--- src/rtl/itlb_pkg.sv ---
package itlb_pkg;

  typedef enum logic [2:0] {
    ST_IDLE,
    ST_L2,
    ST_WAIT,
    ST_LOAD,
    ST_RESP
  } itlb_state_e;

  // Galois feedback masks for maximal-length sequences
  function automatic logic [31:0] lfsr_taps(input int width);
    case (width)
      8:       return 32'h0000_00B8;
      16:      return 32'h0000_B400;
      24:      return 32'h00E1_0000;
      32:      return 32'h8020_0003;
      default: return 32'h0000_B400;
    endcase
  endfunction

endpackage

--- src/rtl/itlb_lfsr.sv ---
module itlb_lfsr #(
  parameter int W    = 16,
  parameter int SEED = 1
) (
  input  logic         clk,
  input  logic         rst,
  output logic [W-1:0] value
);
  import itlb_pkg::*;

  localparam logic [31:0] TAPS32 = lfsr_taps(W);
  localparam logic [W-1:0] TAPS  = TAPS32[W-1:0];

  logic [W-1:0] state_q;

  always_ff @(posedge clk) begin
    if (rst) begin
      state_q <= W'(SEED);
    end else begin
      state_q <= (state_q >> 1) ^ (state_q[0] ? TAPS : '0);
    end
  end

  assign value = state_q;

endmodule

--- src/rtl/itlb_micro.sv ---
module itlb_micro #(
  parameter int ENT   = 2,
  parameter int VPN_W = 20,
  parameter int PPN_W = 20
) (
  input  logic             clk,
  input  logic             rst,
  input  logic             clr,
  input  logic [VPN_W-1:0] lk_vpn,
  output logic             lk_hit,
  output logic [PPN_W-1:0] lk_ppn,
  input  logic             wr_en,
  input  logic [VPN_W-1:0] wr_vpn,
  input  logic [PPN_W-1:0] wr_ppn
);
  localparam int IDX_W = (ENT > 1) ? $clog2(ENT) : 1;
  localparam logic [IDX_W-1:0] LAST = IDX_W'(ENT - 1);

  logic [ENT-1:0]   val_q;
  logic [VPN_W-1:0] tag_q [ENT];
  logic [PPN_W-1:0] ppn_q [ENT];
  logic [IDX_W-1:0] ptr_q;
  logic [ENT-1:0]   match;
  logic [IDX_W-1:0] slot;
  logic             free_found;

  for (genvar g = 0; g < ENT; g++) begin : g_cmp
    assign match[g] = val_q[g] && (tag_q[g] == lk_vpn);
  end

  always_comb begin
    lk_ppn = '0;
    for (int i = 0; i < ENT; i++) begin
      if (match[i]) lk_ppn = lk_ppn | ppn_q[i];
    end
    lk_hit = |match;
  end

  // free slot first, otherwise the FIFO pointer
  always_comb begin
    slot       = ptr_q;
    free_found = 1'b0;
    for (int i = 0; i < ENT; i++) begin
      if (!free_found && !val_q[i]) begin
        slot       = IDX_W'(i);
        free_found = 1'b1;
      end
    end
  end

  always_ff @(posedge clk) begin
    if (rst || clr) begin
      val_q <= '0;
      ptr_q <= '0;
    end else if (wr_en) begin
      val_q[slot] <= 1'b1;
      ptr_q       <= (slot == LAST) ? '0 : slot + 1'b1;
    end
  end

  always_ff @(posedge clk) begin
    if (wr_en && !rst && !clr) begin
      tag_q[slot] <= wr_vpn;
      ppn_q[slot] <= wr_ppn;
    end
  end

endmodule

--- src/rtl/itlb_l2.sv ---
module itlb_l2 #(
  parameter int ENT    = 64,
  parameter int VPN_W  = 20,
  parameter int PPN_W  = 20,
  parameter int LFSR_W = 16
) (
  input  logic             clk,
  input  logic             rst,
  input  logic             clr,
  input  logic [VPN_W-1:0] lk_vpn,
  output logic             lk_hit,
  output logic [PPN_W-1:0] lk_ppn,
  input  logic             wr_en,
  input  logic [VPN_W-1:0] wr_vpn,
  input  logic [PPN_W-1:0] wr_ppn
);
  localparam int IDX_W = (ENT > 1) ? $clog2(ENT) : 1;

  logic [ENT-1:0]    val_q;
  logic [VPN_W-1:0]  tag_q [ENT];
  logic [PPN_W-1:0]  ppn_q [ENT];
  logic [ENT-1:0]    match;
  logic [LFSR_W-1:0] rnd;
  logic [IDX_W-1:0]  victim;
  logic [IDX_W-1:0]  slot;
  logic              free_found;

  itlb_lfsr #(.W(LFSR_W), .SEED(1)) u_lfsr (
    .clk   (clk),
    .rst   (rst),
    .value (rnd)
  );

  assign victim = IDX_W'(rnd % LFSR_W'(ENT));

  for (genvar g = 0; g < ENT; g++) begin : g_cmp
    assign match[g] = val_q[g] && (tag_q[g] == lk_vpn);
  end

  always_comb begin
    lk_ppn = '0;
    for (int i = 0; i < ENT; i++) begin
      if (match[i]) lk_ppn = lk_ppn | ppn_q[i];
    end
    lk_hit = |match;
  end

  always_comb begin
    slot       = victim;
    free_found = 1'b0;
    for (int i = 0; i < ENT; i++) begin
      if (!free_found && !val_q[i]) begin
        slot       = IDX_W'(i);
        free_found = 1'b1;
      end
    end
  end

  always_ff @(posedge clk) begin
    if (rst || clr) begin
      val_q <= '0;
    end else if (wr_en) begin
      val_q[slot] <= 1'b1;
    end
  end

  always_ff @(posedge clk) begin
    if (wr_en && !rst && !clr) begin
      tag_q[slot] <= wr_vpn;
      ppn_q[slot] <= wr_ppn;
    end
  end

endmodule

--- src/rtl/itlb_two_level.sv ---
module itlb_two_level #(
  parameter int VA_W   = 32,
  parameter int PA_W   = 32,
  parameter int OFF_W  = 12,
  parameter int U_ENT  = 2,
  parameter int L2_ENT = 64,
  parameter int LFSR_W = 16
) (
  input  logic                  clk,
  input  logic                  rst,
  input  logic                  req_valid,
  input  logic [VA_W-1:0]       req_vaddr,
  output logic                  rsp_valid,
  output logic                  rsp_hit,
  output logic [PA_W-1:0]       rsp_paddr,
  output logic                  stall,
  output logic                  miss,
  input  logic                  fill_valid,
  input  logic [VA_W-OFF_W-1:0] fill_vpn,
  input  logic [PA_W-OFF_W-1:0] fill_ppn,
  input  logic                  inval_all
);
  import itlb_pkg::*;

  localparam int VPN_W = VA_W - OFF_W;
  localparam int PPN_W = PA_W - OFF_W;

  itlb_state_e      state_q;
  logic [VPN_W-1:0] pend_vpn_q;
  logic [OFF_W-1:0] pend_off_q;
  logic [PPN_W-1:0] pend_ppn_q;
  logic             stall_q, miss_q;
  logic             rsp_valid_q, rsp_hit_q;
  logic [PA_W-1:0]  rsp_paddr_q;

  logic             u_hit;
  logic [PPN_W-1:0] u_ppn;
  logic             l2_hit;
  logic [PPN_W-1:0] l2_ppn;
  logic             u_wr;
  logic             l2_wr;
  logic             accept;

  assign accept = req_valid && (state_q == ST_IDLE) && !inval_all;
  assign u_wr   = (state_q == ST_LOAD) && !inval_all;
  assign l2_wr  = fill_valid && !inval_all;

  itlb_micro #(.ENT(U_ENT), .VPN_W(VPN_W), .PPN_W(PPN_W)) u_micro (
    .clk    (clk),
    .rst    (rst),
    .clr    (inval_all),
    .lk_vpn (req_vaddr[VA_W-1:OFF_W]),
    .lk_hit (u_hit),
    .lk_ppn (u_ppn),
    .wr_en  (u_wr),
    .wr_vpn (pend_vpn_q),
    .wr_ppn (pend_ppn_q)
  );

  itlb_l2 #(.ENT(L2_ENT), .VPN_W(VPN_W), .PPN_W(PPN_W), .LFSR_W(LFSR_W)) u_l2 (
    .clk    (clk),
    .rst    (rst),
    .clr    (inval_all),
    .lk_vpn (pend_vpn_q),
    .lk_hit (l2_hit),
    .lk_ppn (l2_ppn),
    .wr_en  (l2_wr),
    .wr_vpn (fill_vpn),
    .wr_ppn (fill_ppn)
  );

  always_ff @(posedge clk) begin
    if (rst) begin
      state_q     <= ST_IDLE;
      stall_q     <= 1'b0;
      miss_q      <= 1'b0;
      rsp_valid_q <= 1'b0;
      rsp_hit_q   <= 1'b0;
      rsp_paddr_q <= '0;
      pend_vpn_q  <= '0;
      pend_off_q  <= '0;
      pend_ppn_q  <= '0;
    end else if (inval_all) begin
      state_q     <= ST_IDLE;
      stall_q     <= 1'b0;
      miss_q      <= 1'b0;
      rsp_valid_q <= 1'b0;
    end else begin
      rsp_valid_q <= 1'b0;
      case (state_q)
        ST_IDLE: begin
          if (accept) begin
            if (u_hit) begin
              rsp_valid_q <= 1'b1;
              rsp_hit_q   <= 1'b1;
              rsp_paddr_q <= {u_ppn, req_vaddr[OFF_W-1:0]};
            end else begin
              state_q    <= ST_L2;
              stall_q    <= 1'b1;
              pend_vpn_q <= req_vaddr[VA_W-1:OFF_W];
              pend_off_q <= req_vaddr[OFF_W-1:0];
            end
          end
        end
        ST_L2: begin
          if (l2_hit) begin
            pend_ppn_q <= l2_ppn;
            state_q    <= ST_LOAD;
          end else begin
            miss_q  <= 1'b1;
            state_q <= ST_WAIT;
          end
        end
        ST_WAIT: begin
          if (fill_valid) begin
            miss_q  <= 1'b0;
            state_q <= ST_L2;
          end
        end
        ST_LOAD: begin
          state_q <= ST_RESP;
        end
        ST_RESP: begin
          rsp_valid_q <= 1'b1;
          rsp_hit_q   <= 1'b0;
          rsp_paddr_q <= {pend_ppn_q, pend_off_q};
          stall_q     <= 1'b0;
          state_q     <= ST_IDLE;
        end
        default: begin
          state_q <= ST_IDLE;
          stall_q <= 1'b0;
          miss_q  <= 1'b0;
        end
      endcase
    end
  end

  assign rsp_valid = rsp_valid_q;
  assign rsp_hit   = rsp_hit_q;
  assign rsp_paddr = rsp_paddr_q;
  assign stall     = stall_q;
  assign miss      = miss_q;

endmodule

--- config.mk ---
export PLATFORM = sky130hd
export DESIGN_NAME = itlb_two_level
export DESIGN_NICKNAME = d
export VERILOG_FILES = /design/src/rtl/itlb_pkg.sv /design/src/rtl/itlb_lfsr.sv /design/src/rtl/itlb_micro.sv /design/src/rtl/itlb_l2.sv /design/src/rtl/itlb_two_level.sv
export SDC_FILE = /design/constraint.sdc
export NUM_CORES = 2
export LEC_CHECK = 0
export ABC_CLOCK_PERIOD_IN_PS = 5250
export BUFFER_PORTS_ARGS = -buffer_cell sky130_fd_sc_hd__buf_2
export CAP_MARGIN = 40
export CELL_PAD_IN_SITES_DETAIL_PLACEMENT = 1
export CELL_PAD_IN_SITES_GLOBAL_PLACEMENT = 1
export CORE_ASPECT_RATIO = 2
export CORE_MARGIN = 1
export CORE_UTILIZATION = 49
export DETAILED_ROUTE_END_ITERATION = 10
export GPL_ROUTABILITY_DRIVEN = 0
export PLACE_DENSITY_LB_ADDON = 0.05
export SLEW_MARGIN = 25
export SYNTH_ARGS = -nofsm -noshare
export SYNTH_HDL_FRONTEND = slang
export SYNTH_HIERARCHICAL = 1
export SYNTH_SLANG_ARGS = --single-unit
--- constraint.sdc ---
create_clock -name clk -period 5.25 [get_ports clk]
set_input_delay 0.2625 -clock clk [delete_from_list [all_inputs] [get_ports clk]]
set_output_delay 0.2625 -clock clk [all_outputs]
set_load 0.02 [all_outputs]
==> impl_results.md <==
- Status: finished with violations
- Violations in the final reports: setup timing
- TritonCTS clock tree: done
- DRT antenna net count: 0
- Int Power: between 30000 and 40000 uW
- Slew HR: a little under a quarter
- IO Count: approximately 110
- Root Buffer: clkbuf_16
- FMAX: between 150 and 200 MHz
- Most frequent cells in the layout: 2640 x edfxtp_1, 679 x xnor2_1, 644 x xor2_1, 404 x buf_4, 321 x a22o_1
- Final nets: between 7000 and 8000
- Die W: 338 um
- DP Worst Slack: ~0.27 ns
- Placed cells: about 9800
- Post-Syn Nets: between 6000 and 7000
- Pre-antenna DRT Iters: 6
- Die area: 228000 sq um
- Most common cell after layout, fill and taps aside: edfxtp_1
- Final period util: 104%
- Final hold slack: 0.0165 ns
- Most used cell along the critical path: buf_4
- Post-CTS Setup Bufs: 0
- First-pass GRT wire length: 621 mm
- Sink Count: approximately 2800
- Grt peak-use layer: met2
- PostCTS Resize Cnt: 0
- Number of synthesized flops with an enable pin: 2640
- Worst Setup End Kind: flop
- DP HPWL: just under 300 mm
- Crit path DAT: 6.28 ns
- DR vias: 69852
- Worst setup SP type: flop
- Hold crit path type: primary input to flop
- CORE AREA: around 220000 sq um
- Switching portion of total power: a little over a fifth
- Worst slew pin tran: 1.15 ns
- Slowest CP cell: nor4_2
- Synth Flop Type: edfxtp_1
- Setup Viol. Count Final: 1
- Grt met2 use: 68.6%
- Largest net degree at the start of global routing: 65
- Ys async rst share: 0%
- Crit-path cells: buf_12, buf_4, xor2_1, nor4_2, nand3_1, nor4_2, buf_4, buf_4, buf_4, a22o_1, a221oi_1, nand4_1, or4_1, nand2b_1, mux2i_1
- CTS clk-pin slew, worst paths: 0.07 ns
- Vias per cell: about 6.7
- PD cells: 343 nW/um^2
- Gr usage total: about two fifths
- Hold buffer count at CTS: 91
- Crit path max fanout: 20
- Vias in the first global route: roughly 71000
- Peak VDD IR: 0.303 mV
- Die span in y: about 670 um
- Final worst slack: -0.198 ns
- Area Growth Syn to Fin: 17.1%
- Seq pwr share: a little under three fifths
- WL final: between 400 and 500 mm
- Layout Skew: a little under 0.04 ns
- Max Cap Viol: 0
- M3 GR Usage: between 8 and 9%
- Clock power share: around two fifths
- Number of port buffers: ~110
- Crit-path max cell delay: about 0.76 ns
- # fillers: approximately 20000
- Tmin final: roughly 5.4 ns
- Crit Path Category: flop to flop
- Post-Syn Area: 111000 sq um
- Yosys warnings: 6
- Comb power frac: under 10%
- TritonCTS buffer count: between 200 and 250
- Starting Density: about half
- P_leak: ~0.042 uW
- Fin. max-slew vios: 0
- Wirelength per Cell: around 45 um
- WP data required: roughly 6.1 ns
- Clock Latency Late Sink: ~0.93 ns
- Synth Area per Inst: 16.9 sq um
- Number of DRC markers in iteration 0: roughly 9300
- P_sw: 9680 uW
- Post-synthesis cell count: 6541
- GR Util met1: between 40 and 50%
- Sum of negative setup slack: -0.198 ns
- Layout cells sized above 1: between 10% and 20%
- Sequential fraction of the synthesis area: between 70% and 80%
- GRT Residual Overflow: 0
- # H-tree levels: 4
- Rows: about 250
- Synth cell types: 82
- Non-filler cells, final: roughly 10000
- Yosys reg bits: about 2800
- Clock Tree Buf Depth: 4
- Drt drc: 0
- Hold Vio Cnt, Final: 0
- Fin util: 57.7%
- Initial antenna violation count: 31
[through the flow]
stage | power, uW | instance area (sq um)
6_report | 44500 | 130000
5_1_grt | 45200 | 130000
4_1_cts | 44500 | 129000
3_5_place_dp | 26800 | 121000
3_3_place_gp | 26800 | 120000
2_1_floorplan | 25700 | 111000
[state kept, by name (all words and copies together) (netlist names), 2 cells and up]
signal and flops:
u_l2/ppn_q 1280, u_l2/tag_q 1280, u_l2/val_q 64, u_micro/ppn_q 40, u_micro/tag_q 40, rsp_paddr 32
pend_ppn_q 20, pend_vpn_q 20, u_l2/u_lfsr/value 16, pend_off_q 12, state_q 3, u_micro/val_q 2
[final cells by class]
| cell class | count | area (sq um) | area share, % |
|---|---|---|---|
| Clock inverter | 134 | 1030 | 0.793 |
| Antenna cell | 31 | 77.6 | 0.0598 |
| Tap cell | 2976 | 3720 | 2.87 |
| Multi-Input combinational cell | 3325 | 27200 | 21.0 |
| Timing Repair Buffer | 766 | 7940 | 6.12 |
| Sequential cell | 2814 | 82800 | 63.9 |
| Clock buffer | 316 | 6690 | 5.16 |
| Inverter | 38 | 143 | 0.110 |
[cell usage after synthesis, types with 19 or more instances]
cell type / instances / area (sq um)
a22o_1: 321 / 2810
nor4_1: 229 / 1430
inv_1: 38 / 143
buf_4: 35 / 263
buf_2: 160 / 801
nand2_1: 108 / 405
a21oi_1: 52 / 260
nand4_1: 288 / 1800
nor2_1: 36 / 135
or4_1: 21 / 158
o21ai_0: 36 / 180
a211oi_2: 29 / 363
mux2i_1: 84 / 841
a221oi_1: 321 / 2810
clkbuf_1: 149 / 559
edfxtp_1: 2640 / 79300
o31ai_1: 50 / 375
a32o_2: 19 / 214
nor3_1: 91 / 455
xnor2_1: 679 / 5950
dfxtp_1: 174 / 3480
nand3_1: 62 / 310
xor2_1: 644 / 5640
nand2b_1: 114 / 713
[logic make-up (layout without fill, tap and decap cells)]
| family | after synthesis | in the layout | share of synthesized area, % |
|---|---|---|---|
| buf+inv | 402 | 1254 | 1.77 |
| other cells | 0 | 31 | 0 |
| mux | 84 | 84 | 0.759 |
| flops | 2814 | 2814 | 74.7 |
| compound gates | 895 | 895 | 6.84 |
| simple gates | 1023 | 1023 | 5.45 |
| xor+xnor | 1323 | 1323 | 10.5 |
[power by group through the flow]
stage	Clock, uW	Combinational, uW	Sequential, uW
after floorplan	0	727	25000
after global placement	0	1690	25100
after detailed placement	0	1730	25100
after CTS	18100	1790	24600
after global routing	18800	1860	24600
final	18000	1810	24600
[final timing paths]
| check | from | endpoint | slack (ns) | depth (start not counted) |
|---|---|---|---|---|
| max | pend_vpn_q[8] | pend_ppn_q[7] | -0.20 | 15 |
| min | fill_ppn[8] | u_l2/ppn_q[24][8] | 0.02 | 2 |
| max reg2reg | pend_vpn_q[8] | pend_ppn_q[7] | -0.20 | 15 |
| min reg2reg | u_l2/u_lfsr/value[8] | u_l2/u_lfsr/value[7] | 0.45 | 1 |
[per-layer routing]
layer / vias up / routed length (um)
li1: 26999 / -
met1: 36724 / 150000
met2: 4583 / 230000
met3: 1526 / 39600
met4: 20 / 50100
met5: - / 143
[critical path, delay by kind of cell, from the launching register on]
| kind | cells | cell delay [ns] |
|---|---|---|
| AOI/OAI and AO/OA | 2 | 0.67 |
| xor gates and xnor gates | 1 | 0.10 |
| muxes | 1 | 0.15 |
| DFF | 1 | 0.55 |
| and+or+nand+nor | 6 | 2.27 |
| buffers and inverters | 5 | 1.45 |
No activity file was read; power rests on OpenSTA's default activity.
